$ cat config.mk
export PLATFORM = sky130hd
export DESIGN_NAME = halfduty_grid_timer
export DESIGN_NICKNAME = d
export VERILOG_FILES = /design/src/rtl/hd_pkg.sv /design/src/rtl/hd_bit_timer.sv /design/src/rtl/hd_dim_select.sv /design/src/rtl/hd_slot_fsm.sv /design/src/rtl/halfduty_grid_timer.sv
export SDC_FILE = /design/constraint.sdc
export NUM_CORES = 1
export LEC_CHECK = 0
export ABC_AREA = 1
export BUFFER_PORTS_ARGS = -buffer_cell sky130_fd_sc_hd__buf_2
export CORE_ASPECT_RATIO = 2
export CORE_UTILIZATION = 48
export CTS_BUF_LIST = sky130_fd_sc_hd__clkbuf_8
export DETAILED_ROUTE_END_ITERATION = 6
export PLACE_DENSITY_LB_ADDON = 0.3
export SLEW_MARGIN = 20
export SYNTH_ARGS = -nofsm -noshare
export SYNTH_HDL_FRONTEND = slang
export SYNTH_SLANG_ARGS = --single-unit
export TNS_END_PERCENT = 5
$ cat constraint.sdc
create_clock -name clk -period 2.4 [get_ports clk]
set_clock_uncertainty 0.2 [all_clocks]
set_input_delay 0.48 -clock clk [delete_from_list [all_inputs] [get_ports clk]]
set_output_delay 0.48 -clock clk [all_outputs]
set_load 0.05 [all_outputs]
$ cat src/rtl/hd_pkg.sv
package hd_pkg;
    typedef enum logic [1:0] {
        ST_GAP  = 2'd0,
        ST_LEAD = 2'd1,
        ST_GRID = 2'd2,
        ST_LAG  = 2'd3
    } slot_state_e;
endpackage

$ cat src/rtl/hd_bit_timer.sv
module hd_bit_timer #(
    parameter int DIG_CLKS_PER_BIT = 2,
    parameter int PWM_CLKS_PER_BIT = 4
) (
    input  logic clk,
    input  logic rst_n,
    input  logic mode_dig,
    output logic bit_tick
);
    localparam int DIV_MAX = (DIG_CLKS_PER_BIT > PWM_CLKS_PER_BIT) ? DIG_CLKS_PER_BIT : PWM_CLKS_PER_BIT;
    localparam int CNT_W   = (DIV_MAX > 2) ? $clog2(DIV_MAX) : 1;
    localparam logic [CNT_W-1:0] DIG_LAST = CNT_W'(DIG_CLKS_PER_BIT - 1);
    localparam logic [CNT_W-1:0] PWM_LAST = CNT_W'(PWM_CLKS_PER_BIT - 1);

    logic [CNT_W-1:0] div_cnt;

    assign bit_tick = (div_cnt == (mode_dig ? DIG_LAST : PWM_LAST));

    always_ff @(posedge clk) begin
        if (!rst_n)        div_cnt <= '0;
        else if (bit_tick) div_cnt <= '0;
        else               div_cnt <= div_cnt + 1'b1;
    end

    // a bit time is at least two clocks, so ticks never come back to back
    p_tick_spacing_r2: assert property (@(posedge clk) disable iff (!rst_n)
        bit_tick |=> !bit_tick);
endmodule

$ cat src/rtl/hd_dim_select.sv
module hd_dim_select #(
    parameter int DIM_W       = 11,
    parameter int PWM_W       = 9,
    parameter int DIG_MAX_ON  = 2032,
    parameter int PWM_MAX_ON  = 256,
    parameter int DIG_SEG_LAG = 3,
    parameter int PWM_SEG_LAG = 0
) (
    input  logic             clk,
    input  logic             rst_n,
    input  logic             dig_mode,
    input  logic [DIM_W-1:0] dim_code,
    input  logic [PWM_W-1:0] pwm_on,
    input  logic             daylight,
    input  logic             frame_end,
    output logic             mode_cur,
    output logic [DIM_W-1:0] on_cur,
    output logic [DIM_W-1:0] on_start,
    output logic [DIM_W-1:0] lag_cur
);
    localparam logic [DIM_W-1:0] DIG_CAP  = DIM_W'(DIG_MAX_ON);
    localparam logic [DIM_W-1:0] PWM_CAP  = DIM_W'(PWM_MAX_ON);
    localparam logic [DIM_W-1:0] DIG_LAGV = DIM_W'(DIG_SEG_LAG);
    localparam logic [DIM_W-1:0] PWM_LAGV = DIM_W'(PWM_SEG_LAG);

    logic [DIM_W-1:0] src_on;
    logic [DIM_W-1:0] cap_on;
    logic [DIM_W-1:0] on_new;

    always_comb begin
        src_on   = dig_mode ? dim_code : DIM_W'(pwm_on);
        cap_on   = dig_mode ? DIG_CAP : PWM_CAP;
        if (daylight)            on_new = cap_on;
        else if (src_on > cap_on) on_new = cap_on;
        else                     on_new = src_on;
        on_start = frame_end ? on_new : on_cur;
        lag_cur  = mode_cur ? DIG_LAGV : PWM_LAGV;
    end

    always_ff @(posedge clk) begin
        if (!rst_n) begin
            mode_cur <= 1'b0;
            on_cur   <= '0;
        end else if (frame_end) begin
            mode_cur <= dig_mode;
            on_cur   <= on_new;
        end
    end

    // configuration holds between frame boundaries
    p_cfg_hold_r9: assert property (@(posedge clk) disable iff (!rst_n)
        !frame_end |=> ($stable(on_cur) && $stable(mode_cur)));

    // the held on-time never exceeds the cap of its mode
    p_on_cap_r3: assert property (@(posedge clk) disable iff (!rst_n)
        (mode_cur ? (on_cur <= DIG_CAP) : (on_cur <= PWM_CAP)));
endmodule

$ cat src/rtl/hd_slot_fsm.sv
module hd_slot_fsm
    import hd_pkg::*;
#(
    parameter int DIM_W         = 11,
    parameter int DIG_SLOT_BITS = 2048,
    parameter int PWM_SLOT_BITS = 1024,
    parameter int SEG_LEAD      = 3
) (
    input  logic             clk,
    input  logic             rst_n,
    input  logic             bit_tick,
    input  logic             mode_dig,
    input  logic [DIM_W-1:0] on_cur,
    input  logic [DIM_W-1:0] on_start,
    input  logic [DIM_W-1:0] lag_cur,
    output slot_state_e      state,
    output logic             slot_id,
    output logic             frame_end
);
    localparam int POS_W = $clog2(DIG_SLOT_BITS);
    localparam logic [POS_W-1:0] DIG_LAST = POS_W'(DIG_SLOT_BITS - 1);
    localparam logic [POS_W-1:0] PWM_LAST = POS_W'(PWM_SLOT_BITS - 1);
    localparam logic [DIM_W-1:0] LEAD_M1  = DIM_W'(SEG_LEAD - 1);

    slot_state_e      state_nx;
    logic [DIM_W-1:0] dwell, dwell_nx;
    logic [POS_W-1:0] pos;
    logic             slot_end;

    assign slot_end  = bit_tick && (pos == (mode_dig ? DIG_LAST : PWM_LAST));
    assign frame_end = slot_end && slot_id;

    always_ff @(posedge clk) begin
        if (!rst_n) begin
            state   <= ST_GAP;
            dwell   <= '0;
            pos     <= '0;
            slot_id <= 1'b0;
        end else begin
            state <= state_nx;
            dwell <= dwell_nx;
            if (bit_tick) begin
                pos     <= slot_end ? '0 : pos + 1'b1;
                slot_id <= slot_end ? ~slot_id : slot_id;
            end
        end
    end

    always_comb begin
        state_nx = state;
        dwell_nx = dwell;
        if (bit_tick) begin
            if (slot_end) begin
                state_nx = (on_start == '0) ? ST_GAP : ST_LEAD;
                dwell_nx = LEAD_M1;
            end else begin
                unique case (state)
                    ST_LEAD: begin
                        if (dwell == '0) begin
                            state_nx = ST_GRID;
                            dwell_nx = on_cur - 1'b1;
                        end else begin
                            dwell_nx = dwell - 1'b1;
                        end
                    end
                    ST_GRID: begin
                        if (dwell == '0) begin
                            if (lag_cur == '0) begin
                                state_nx = ST_GAP;
                            end else begin
                                state_nx = ST_LAG;
                                dwell_nx = lag_cur - 1'b1;
                            end
                        end else begin
                            dwell_nx = dwell - 1'b1;
                        end
                    end
                    ST_LAG: begin
                        if (dwell == '0) state_nx = ST_GAP;
                        else             dwell_nx = dwell - 1'b1;
                    end
                    ST_GAP: begin
                        state_nx = ST_GAP;
                    end
                endcase
            end
        end
    end

    // every slot starts in LEAD or in GAP
    p_slot_start_r4: assert property (@(posedge clk) disable iff (!rst_n)
        slot_end |=> (state == ST_LEAD || state == ST_GAP));

    // the remaining grid time stays below the held on-time
    p_grid_dwell_r3: assert property (@(posedge clk) disable iff (!rst_n)
        (state == ST_GRID) |-> (dwell < on_cur));
endmodule

$ cat src/rtl/halfduty_grid_timer.sv
module halfduty_grid_timer
    import hd_pkg::*;
#(
    parameter int NSEG             = 30,
    parameter int DIM_W            = 11,
    parameter int PWM_W            = 9,
    parameter int DIG_CLKS_PER_BIT = 2,
    parameter int PWM_CLKS_PER_BIT = 4,
    parameter int DIG_SLOT_BITS    = 2048,
    parameter int PWM_SLOT_BITS    = 1024,
    parameter int DIG_MAX_ON       = 2032,
    parameter int PWM_MAX_ON       = 256,
    parameter int SEG_LEAD         = 3,
    parameter int DIG_SEG_LAG      = 3,
    parameter int PWM_SEG_LAG      = 0
) (
    input  logic              clk,
    input  logic              rst_n,
    input  logic              dig_mode,
    input  logic [DIM_W-1:0]  dim_code,
    input  logic [PWM_W-1:0]  pwm_on,
    input  logic              daylight,
    input  logic              blank_n,
    input  logic [2*NSEG-1:0] disp_bits,
    output logic              grid1,
    output logic              grid2,
    output logic [NSEG-1:0]   seg
);
    logic             bit_tick;
    logic             mode_cur;
    logic [DIM_W-1:0] on_cur, on_start, lag_cur;
    slot_state_e      state;
    logic             slot_id;
    logic             frame_end;
    logic             win_on;

    hd_bit_timer #(
        .DIG_CLKS_PER_BIT (DIG_CLKS_PER_BIT),
        .PWM_CLKS_PER_BIT (PWM_CLKS_PER_BIT)
    ) u_bit_timer (
        .clk      (clk),
        .rst_n    (rst_n),
        .mode_dig (mode_cur),
        .bit_tick (bit_tick)
    );

    hd_dim_select #(
        .DIM_W       (DIM_W),
        .PWM_W       (PWM_W),
        .DIG_MAX_ON  (DIG_MAX_ON),
        .PWM_MAX_ON  (PWM_MAX_ON),
        .DIG_SEG_LAG (DIG_SEG_LAG),
        .PWM_SEG_LAG (PWM_SEG_LAG)
    ) u_dim_select (
        .clk       (clk),
        .rst_n     (rst_n),
        .dig_mode  (dig_mode),
        .dim_code  (dim_code),
        .pwm_on    (pwm_on),
        .daylight  (daylight),
        .frame_end (frame_end),
        .mode_cur  (mode_cur),
        .on_cur    (on_cur),
        .on_start  (on_start),
        .lag_cur   (lag_cur)
    );

    hd_slot_fsm #(
        .DIM_W         (DIM_W),
        .DIG_SLOT_BITS (DIG_SLOT_BITS),
        .PWM_SLOT_BITS (PWM_SLOT_BITS),
        .SEG_LEAD      (SEG_LEAD)
    ) u_slot_fsm (
        .clk       (clk),
        .rst_n     (rst_n),
        .bit_tick  (bit_tick),
        .mode_dig  (mode_cur),
        .on_cur    (on_cur),
        .on_start  (on_start),
        .lag_cur   (lag_cur),
        .state     (state),
        .slot_id   (slot_id),
        .frame_end (frame_end)
    );

    assign win_on = (state != ST_GAP);

    always_ff @(posedge clk) begin
        if (!rst_n || !blank_n) begin
            grid1 <= 1'b0;
            grid2 <= 1'b0;
            seg   <= '0;
        end else begin
            grid1 <= (state == ST_GRID) && !slot_id;
            grid2 <= (state == ST_GRID) && slot_id;
            if (!win_on)      seg <= '0;
            else if (slot_id) seg <= disp_bits[2*NSEG-1:NSEG];
            else              seg <= disp_bits[NSEG-1:0];
        end
    end

    // the two grids are never driven together
    p_one_grid_r7: assert property (@(posedge clk) disable iff (!rst_n)
        !(grid1 && grid2));

    // blanking clears every output on the next clock
    p_blank_r8: assert property (@(posedge clk) disable iff (!rst_n)
        !blank_n |=> (!grid1 && !grid2 && seg == '0));
endmodule

After elaboration in Yosys (flattened, before gate mapping)
Cells that the tools add are included.
{"block": "totals", "regBits": 71, "wordCells": 71}
{"block": "op_classes", "bitwise": 3, "add_sub_neg": 5, "mux": 23, "n_reduce_logical": 19, "n_eq_ne": 10, "n_lt_le_gt_ge": 1}
{"operator": "$mux 11", "count": 12}
{"operator": "$logic_not 11->1", "count": 3}
{"operator": "$pmux 11 s3", "count": 1}
{"operator": "$mux 30", "count": 1}
{"operator": "$sub 11x1->11 const B", "count": 2}
{"operator": "$mux 2", "count": 7}
{"operator": "$add 11x1->11 const B", "count": 1}
{"operator": "$eq 11x11->1", "count": 1}
{"operator": "$gt 11x11->1", "count": 1}
{"operator": "$ne 3x1->1 const B", "count": 3}
{"operator": "$pmux 2 s4", "count": 1}
{"operator": "$reduce_and 4->1", "count": 2}
{"operator": "$eq 2x2->1 const B", "count": 2}
{"operator": "$logic_and 1x1->1", "count": 4}
{"operator": "$ne 4x3->1 const B", "count": 1}
{"operator": "$reduce_bool 4->1", "count": 1}
{"operator": "$reduce_or 2->1", "count": 2}
{"operator": "$logic_not 1->1", "count": 3}
{"operator": "$ne 3x2->1 const B", "count": 1}
{"operator": "$not 1->1", "count": 3}
{"operator": "$sub 2x1->3 const B", "count": 1}
{"operator": "$add 2x1->2 const B", "count": 1}
{"operator": "$eq 2x1->1 const B", "count": 1}
{"operator": "$eq 2x2->1", "count": 1}
{"operator": "5 further kinds", "count": 5}

Depth between registers and ports, before layout
Gate-level depths: netlist of the first run.
{"block": "logic_depth", "word_depth": 8, "mapped_depth": 16, "mapped_depth_nobuf": 15}

Hierarchy
From an unflattened synthesis of the first run, not the netlist that was laid out.
{"block": "unflattened", "cells_unflattened": 719, "hier_area_um2": 4545.6}
{"module": "hd_slot_fsm", "n_inst": 1, "area_each_um2": 2237.1, "cells_each": 372, "seq_area_each_um2": 500.5}
{"module": "halfduty_grid_timer", "n_inst": 1, "area_each_um2": 1281.2, "cells_each": 199, "seq_area_each_um2": 640.6}
{"module": "hd_dim_select", "n_inst": 1, "area_each_um2": 935.9, "cells_each": 136, "seq_area_each_um2": 240.2}
{"module": "hd_bit_timer", "n_inst": 1, "area_each_um2": 91.3, "cells_each": 12, "seq_area_each_um2": 40.0}

Worst setup path before layout of the first run
No wires, ideal clock.
{"block": "synth_timing", "path_kind": "input-to-reg", "start": "input dig_mode", "end": "register u_slot_fsm.state[0]", "path_buffers": 2, "arrival_time_ps": 2073, "required_time_ps": 2082, "setup_time_ps": 118, "slack_ps": 9, "stages": 16, "path_cell_list": "buf_6 buf_6 mux2i_1 ha_1 nand3_1 nor2_1 nand2_1 nand2_1 nand2_1 inv_1 a21boi_2 nand3_1 nor2_1 nand3_1 nand2_1 a21oi_2"}
{"block": "synth_via", "elab_chain_len": 8}
{"item": "from (decl)", "line": "halfduty_grid_timer.sv:19", "source": "input logic dig_mode,"}
{"item": "$mux 11, on equally long branches", "line": "hd_dim_select.sv:31, hd_dim_select.sv:32"}
{"item": "$gt 11x11->1", "line": "hd_dim_select.sv:34", "source": "else if (src_on > cap_on) on_new = cap_on;"}
{"item": "$mux 11", "line": "hd_dim_select.sv:34"}
{"item": "$mux 11 *", "line": "hd_dim_select.sv:33", "source": "if (daylight) on_new = cap_on;"}
{"item": "$mux 11 *", "line": "hd_dim_select.sv:36", "source": "on_start = frame_end ? on_new : on_cur;"}
{"item": "$logic_not 11->1 *", "line": "hd_slot_fsm.sv:54", "source": "state_nx = (on_start == '0) ? ST_GAP : ST_LEAD;"}
{"item": "$mux 1 *", "line": "hd_slot_fsm.sv:54"}
{"item": "$mux 2 *", "line": "hd_slot_fsm.sv:53", "source": "if (slot_end) begin"}
{"item": "to (signal assigned)", "line": "hd_slot_fsm.sv:40", "source": "state <= state_nx;"}
{"item": "to (decl)", "line": "hd_slot_fsm.sv:16", "source": "output slot_state_e state,"}
Mark *: on every way between the ends. The rest lies on a longest branch, timed or not.
A chain may end at the register's enable or synchronous reset.

Final worst setup path of the first run
{"block": "layout_timing", "start": "register u_slot_fsm.pos[1]", "end": "register u_slot_fsm.state[0]"}
{"block": "layout_via", "elab_chain_len": 7}
{"item": "from (decl)", "line": "hd_slot_fsm.sv:27", "source": "logic [POS_W-1:0] pos;"}
{"item": "from (signal assigned)", "line": "hd_slot_fsm.sv:43", "source": "pos <= slot_end ? '0 : pos + 1'b1;"}
{"item": "$eq 11x11->1 *", "line": "hd_slot_fsm.sv:30", "source": "assign slot_end = bit_tick && (pos == (mode_dig ? DIG_LAST : PWM_LAST));"}
{"item": "$logic_and 1x1->1 *", "line": "hd_slot_fsm.sv:30"}
{"item": "$logic_and 1x1->1", "line": "hd_slot_fsm.sv:31", "source": "assign frame_end = slot_end && slot_id;"}
{"item": "$mux 11", "line": "hd_dim_select.sv:36"}
{"item": "$logic_not 11->1", "line": "hd_slot_fsm.sv:54"}
{"item": "$mux 1", "line": "hd_slot_fsm.sv:54"}
{"item": "$mux 2", "line": "hd_slot_fsm.sv:53"}
Marked as above.

==> results of run 1 <==
sequential cells by signal, indices dropped and copies added, names as in the netlist:
signal / cells
seg: 30
u_dim_select.on_cur: 11
u_slot_fsm.state: 2
grid2: 1
u_bit_timer.div_cnt: 2
u_slot_fsm.pos: 11
u_dim_select.mode_cur: 1
grid1: 1
u_slot_fsm.slot_id: 1
u_slot_fsm.dwell: 11
worst paths after layout:
check | end | start
setup / recovery | u_slot_fsm.state[0] | u_slot_fsm.pos[1]
hold reg to reg | u_bit_timer.div_cnt[0] | u_bit_timer.div_cnt[0]
hold / removal | seg[25] | disp_bits[25]
setup reg to reg | u_slot_fsm.state[0] | u_slot_fsm.pos[1]
worst max-delay path: cells and delay by family, from the launching register on:
family / cells / cell delay, ns
flip-flops: 1 / 0.35
adder cells (fa/ha/maj): 1 / 0.16
AND/OR/NAND/NOR: 12 / 1.40
AO/OA/AOI/OAI: 1 / 0.05
final cells by class:
class                           count  area [um^2]  share of cell area
Multi-Input combinational cell    423         2070               0.423
Clock buffer                       10          138              0.0281
Timing Repair Buffer              135          723               0.148
Clock inverter                      6         60.1              0.0123
Tap cell                           96          120              0.0245
Sequential cell                    71         1420               0.291
Inverter                           96          365              0.0745
logic make-up after synthesis:
logic type / after synthesis / synth area share
DFF: 71 / 0.362
xor gates and xnor gates: 17 / 0.0380
adders and majority gates: 8 / 0.0255
and+or+nand+nor: 333 / 0.355
muxes: 1 / 0.00255
AOI/OAI and AO/OA: 64 / 0.0995
buffers and inverters: 114 / 0.117
cells in the final DEF (no fill, tap or decap), types with 3 or more instances in the layout:
cell type  netlist  routed
a21oi_1         21      21
o21ai_1          4       6
nor2_4           4       5
nand3_1         16      16
buf_4            1      19
nor3_1          15      15
clkbuf_8         0      10
a211oi_1         3       3
buf_2            1     116
nand2_1        222     220
nand4_1          6       6
nand2_2          2       4
xor2_1          10      10
xnor2_1          7       7
inv_1           90      90
nor2_1          55      51
nor2_2           4       7
o211ai_1         5       5
o21ai_0         17      15
dfxtp_1         71      69
inv_2            3       3
o221ai_1         4       4
ha_1             8       7
clkinv_2         0       3
cell usage after synthesis (3+ instances only):
cell type | n | area share
o21ai_0 | 17 | 0.022
nor3_1 | 15 | 0.019
nand2_1 | 222 | 0.21
ha_1 | 8 | 0.026
nand3_1 | 16 | 0.020
buf_6 | 3 | 0.0086
inv_1 | 90 | 0.086
xor2_1 | 10 | 0.022
nand4_1 | 6 | 0.0096
a21oi_1 | 21 | 0.027
dfxtp_1 | 71 | 0.36
xnor2_1 | 7 | 0.016
clkbuf_1 | 11 | 0.011
o221ai_1 | 4 | 0.0089
nor2_4 | 4 | 0.011
inv_2 | 3 | 0.0029
nor2_2 | 4 | 0.0064
o211ai_1 | 5 | 0.0096
nand3_2 | 3 | 0.0077
nor2_1 | 55 | 0.053
a211oi_1 | 3 | 0.0057
o21ai_1 | 4 | 0.0051
stage by stage:
step	util	setup slack (ns)	power, mW	std cells
finish	0.617	0.161	2.49	837
global route	0.617	-0.0649	2.59	837
CTS	0.609	0.0147	2.51	832
detailed placement	0.584	-0.127	1.55	816
global placement	0.584	-0.0317	1.54	816
floorplan	-	0.00897	1.43	608
what timing repair did:
item | in CTS | in global routing
gates resized for setup | 0 | 12
buffers inserted | 0 | 5
setup endpoints to repair | 0 | 12
report_power, final:
part / switching [mW] / internal [mW] / total [mW]
registers: 0.0110 / 1.20 / 1.21
logic: 0.198 / 0.126 / 0.323
clock network: 0.455 / 0.502 / 0.957
total: 0.663 / 1.82 / 2.49
routing by layer:
metal | GRT usage | wire, um | vias up
met5 | 0 | 0 | -
met4 | 0.142 | 379 | 0
met3 | 0.0656 | 519 | 28
met2 | 0.478 | 5580 | 113
met1 | 0.208 | 3590 | 1830
li1 | - | - | 2119
==> metrics.txt, run 1 <==
Syn-to-layout area delta 24.9%; status finished, final reports clean; Final min period 2.24 ns; Crit path required time 2.45 ns; initial antenna violation count 0; CP dominant cell by count nand2_1; Die Width 65.9 um; post-DP HPWL 8010 um; Worst-Skew Late Latency 0.35 ns; hold_buf cts 0; Worst R2R Setup Slack 0.16 ns; Synthesis Warnings 0; worst hold path depth 5; core area 7940 um^2; type of the worst setup path register to register; die height 130 um; Vias 4,090; Diodes inserted 0; Tcrit/Tclk final 0.933; Cells after Synth 608; Reg clk slew, reported paths 0.08 ns; Worst Path Arrival 2.29 ns; I/O pin cnt 117; Async SR Flop Fraction 0; largest net degree at the start of global routing 33; Total Wirelength 10,100 um; Final #Nets 829; worst hold-check path type input port to register; Remaining DRCs 0; share of layout cells above drive strength 1 0.247; site row count 46; FF-to-FF path depth 14; PortBufs 116; Final Slew Violations 0; Most used DFF post-synth dfxtp_1; WHS 0.195 ns; VDD IR-drop max 0.407 mV; placed instance area 4640 um^2; crit end category register; slowest stage cell, crit path dfxtp_2; Routability Congestion 0.924; syn nets 701; Tot GR Track Use 0.244; cts bufs inserted 9; vias per cell 4.89; # fillers 748; CP cell instances ha_1 -> nand2_1 -> nor2_2 -> nand3_2 -> nor2_4 -> nand4_1 -> nor2_1 -> nand2_1 -> nand2_1 -> nand3_1 -> nor2_1 -> nand3_1 -> nand2_1 -> a21oi_2; CTS Buffer Depth 2; first-pass GRT wire length 16,000 um; Max Clock Freq 0.447 GHz; WL/cell 12.0 um; Largest stage delay, worst path 0.35 ns; CTS Sinks 71; Iter 0 DRT Violations 147; CP max FO 4; Post-Syn Area 3920 um^2; pwr dens 507 nW/um^2; area of the die 8560 um^2; Final Hold Viols 0; max-cap violations 0; final setup vio count 0; type of origin of the critical path register; post-layout instance area 4900 um^2; vias in the first global route 3,899; first-pass iteration count of the detailed router 4; CTS tree yes; antenna-violating nets left 0; gr ovfl total 0; Least-Margin Pin Slew 0.909 ns; Starting Density 0.494; Seq/Total Area, Yosys 0.362; number of enable flip-flop cells after synthesis 0; unrepaired setup endpoints after global routing yes; TNS Setup 0 ns; post-synthesis register bit count 71; Max transition margin 0.393; syn avg cell area 6.45 um^2; post-synthesis cell type count 42; leakage power 2.74 nW; CTS Root Cell clkbuf_8; H-tree Lvls 3
No activity file was read; power rests on OpenSTA's default activity.
==> run 2, diff against run 1 <==
--- a/config.mk
+++ b/config.mk
@@ -12,6 +12,7 @@
 export CTS_BUF_LIST = sky130_fd_sc_hd__clkbuf_8
 export DETAILED_ROUTE_END_ITERATION = 6
 export PLACE_DENSITY_LB_ADDON = 0.3
+export RECOVER_POWER = 25
 export SLEW_MARGIN = 20
 export SYNTH_ARGS = -nofsm -noshare
 export SYNTH_HDL_FRONTEND = slang
==> metrics.txt, run 2 (same netlist as run 1, synthesis figures left out) <==
type of origin of the critical path register (unchanged); grt met3 use 0.0656 (unchanged); Final Util 0.613 (was 0.617); unrepaired setup endpoints after global routing yes (unchanged); worst hold-check path type input port to register (unchanged); CP max FO 4 (unchanged); Worst Path Arrival 2.29 ns (about the same); GR peak layer met2 (unchanged); slowest stage cell, crit path dfxtp_2 (unchanged); VDD IR-drop max 0.409 mV (was 0.407 mV); Tcrit/Tclk final 0.933 (about the same); placed instance area 4640 um^2 (unchanged); CP cell instances ha_1 -> nand2_1 -> nor2_2 -> nand3_2 -> nor2_4 -> nand4_1 -> nor2_1 -> nand2_1 -> nand2_1 -> nand3_1 -> nor2_1 -> nand3_1 -> nand2_1 -> a21oi_2 (unchanged); FF-to-FF path depth 14 (unchanged); # fillers 760 (was 748); Final min period 2.24 ns (about the same); area of the multi-input gates 2070 um^2 (unchanged); WL/cell 12.0 um (about the same); CTS tree yes (unchanged); area of the die 8560 um^2 (unchanged); met1 usage 0.208 (unchanged); share of layout cells above drive strength 1 0.217 (was 0.247); Worst-Skew Late Latency 0.35 ns (about the same); Top delay family on crit path simple AND/OR/NAND/NOR gates (unchanged); Max transition margin 0.395 (was 0.393); min-delay src disp_bits[25] (unchanged); Crit path required time 2.45 ns (about the same); Buf/Inv on CP 0 (unchanged); Inst Count DP 816 (unchanged); die height 130 um (unchanged); Iter 0 DRT Violations 119 (was 147); core area 7940 um^2 (unchanged); CTS Buffer Depth 2 (unchanged); vias per cell 4.90 (was 4.89); Max Clock Freq 0.447 GHz (about the same); Remaining DRCs 0 (unchanged); CP startpoint u_slot_fsm.pos[1] (unchanged); Total Wirelength 10,000 um (was 10,100 um); worst hold path depth 5 (unchanged); Final #Nets 829 (unchanged); Vias 4,104 (was 4,090); cts bufs inserted 9 (unchanged); largest register by flop count seg (unchanged); Worst R2R Setup Slack 0.16 ns (about the same); vias in the first global route 3,899 (unchanged); gr ovfl total 0 (unchanged); CP dominant cell by count nand2_1 (unchanged); reg-to-reg endpoint u_slot_fsm.state[0] (unchanged); TNS Setup 0 ns (unchanged); Routability Congestion 0.924 (unchanged); WHS Endpoint seg[25] (unchanged); status finished, final reports clean (unchanged); initial antenna violation count 0 (unchanged); max reg flops 30 (unchanged); commonest non-fill, non-tap cell in the layout nand2_1 (unchanged); antenna-violating nets left 0 (unchanged); max-cap violations 0 (unchanged); Final Slew Violations 0 (unchanged); crit end category register (unchanged); site row count 46 (unchanged); largest net degree at the start of global routing 33 (unchanged); Final Power 2.48 mW (was 2.49 mW); H-tree Lvls 3 (unchanged); register area 1420 um^2 (unchanged); Diodes inserted 0 (unchanged); Tot GR Track Use 0.244 (unchanged); first-pass iteration count of the detailed router 4 (unchanged); Largest stage delay, worst path 0.35 ns (about the same); Syn-to-layout area delta 24.2% (was 24.9%); hold_buf cts 0 (unchanged); Starting Density 0.494 (unchanged); CTS Root Cell clkbuf_8 (unchanged); most frequent cells in the layout 220 x nand2_1, 94 x buf_2, 90 x inv_1, 69 x dfxtp_1, 51 x nor2_1 (was 220 x nand2_1, 116 x buf_2, 90 x inv_1, 69 x dfxtp_1, 51 x nor2_1); I/O pin cnt 117 (unchanged); CTS Sinks 71 (unchanged); first-pass GRT wire length 16,000 um (unchanged); PortBufs 116 (unchanged); Die Width 65.9 um (unchanged); non-filler instance count after layout 837 (unchanged); Final Hold Viols 0 (unchanged); final setup vio count 0 (unchanged); pwr dens 510 nW/um^2 (was 507 nW/um^2); critical path depth 14 (unchanged); type of the worst setup path register to register (unchanged); leakage power 2.65 nW (was 2.74 nW); post-layout instance area 4870 um^2 (was 4900 um^2); Reg-to-Reg Start u_slot_fsm.pos[1] (unchanged); met2 Track Usage GR 0.478 (unchanged); Reg clk slew, reported paths 0.08 ns (about the same); Least-Margin Pin Slew 0.906 ns (was 0.909 ns); post-DP HPWL 8010 um (unchanged)
run 2: changes by cell type in the layout (fill, tap and decap cells not counted), sizes merged:
cell,change
buf,-23
clkbuf,+23
run 2: metrics by stage:
step / hold WS [ns] / setup WS (ns)
floorplan: 0.235 / 0.00897
global placement: 0.244 / -0.0317
detailed placement: 0.255 / -0.127
CTS: 0.175 / 0.0147
global route: 0.201 / -0.0649
finish: 0.195 / 0.161
run 2: repair_timing:
| action | 4_1_cts | 5_1_grt |
|---|---|---|
| endpoints found under the hold margin | 0 | 0 |
| setup endpoints to repair | 0 | 12 |
| resized for setup | 0 | 12 |
| buffers inserted | 0 | 5 |
run 2: routing by layer:
| metal | wire length, um | up-vias | part of all wire |
|---|---|---|---|
| met5 | 0 | - | 0 |
| li1 | - | 2120 | - |
| met4 | 376 | 0 | 0.037 |
| met1 | 3520 | 1836 | 0.35 |
| met2 | 5590 | 122 | 0.56 |
| met3 | 556 | 26 | 0.055 |
run 2: area by class of cell:
class,count,share of cell area
multi-input combinational,423,0.425
sequential,71,0.292
timing repair buffer,135,0.142
inverter,96,0.0750
clock buffer,10,0.0283
tap,96,0.0247
clock inverter,6,0.0123
run 2: power by group:
group | internal, mW | leakage, nW | switching (mW)
registers | 1.20 | 0.574 | 0.0111
logic | 0.123 | 1.97 | 0.197
clock network | 0.502 | 0.0981 | 0.455
run 2: worst max-delay path by stage:
stage / endpoint / slack [ns]
after floorplan: u_slot_fsm.state[0] / 0.009
after global placement: u_slot_fsm.state[0] / -0.03
after detailed placement: u_slot_fsm.state[0] / -0.13
after CTS: u_slot_fsm.dwell[4] / 0.01
after global routing: u_slot_fsm.state[0] / -0.06
final: u_slot_fsm.state[0] / 0.16
run 2: worst register-to-register path, stage by stage (launching register included):
cell and delay (ns):
dfxtp_2 0.35, ha_1 0.16, nand2_1 0.09, nor2_2 0.13, nand3_2 0.15, nor2_4 0.18
nand4_1 0.18, nor2_1 0.16, nand2_1 0.07, nand2_1 0.08, nand3_1 0.08, nor2_1 0.09
nand3_1 0.10, nand2_1 0.09, a21oi_2 0.05
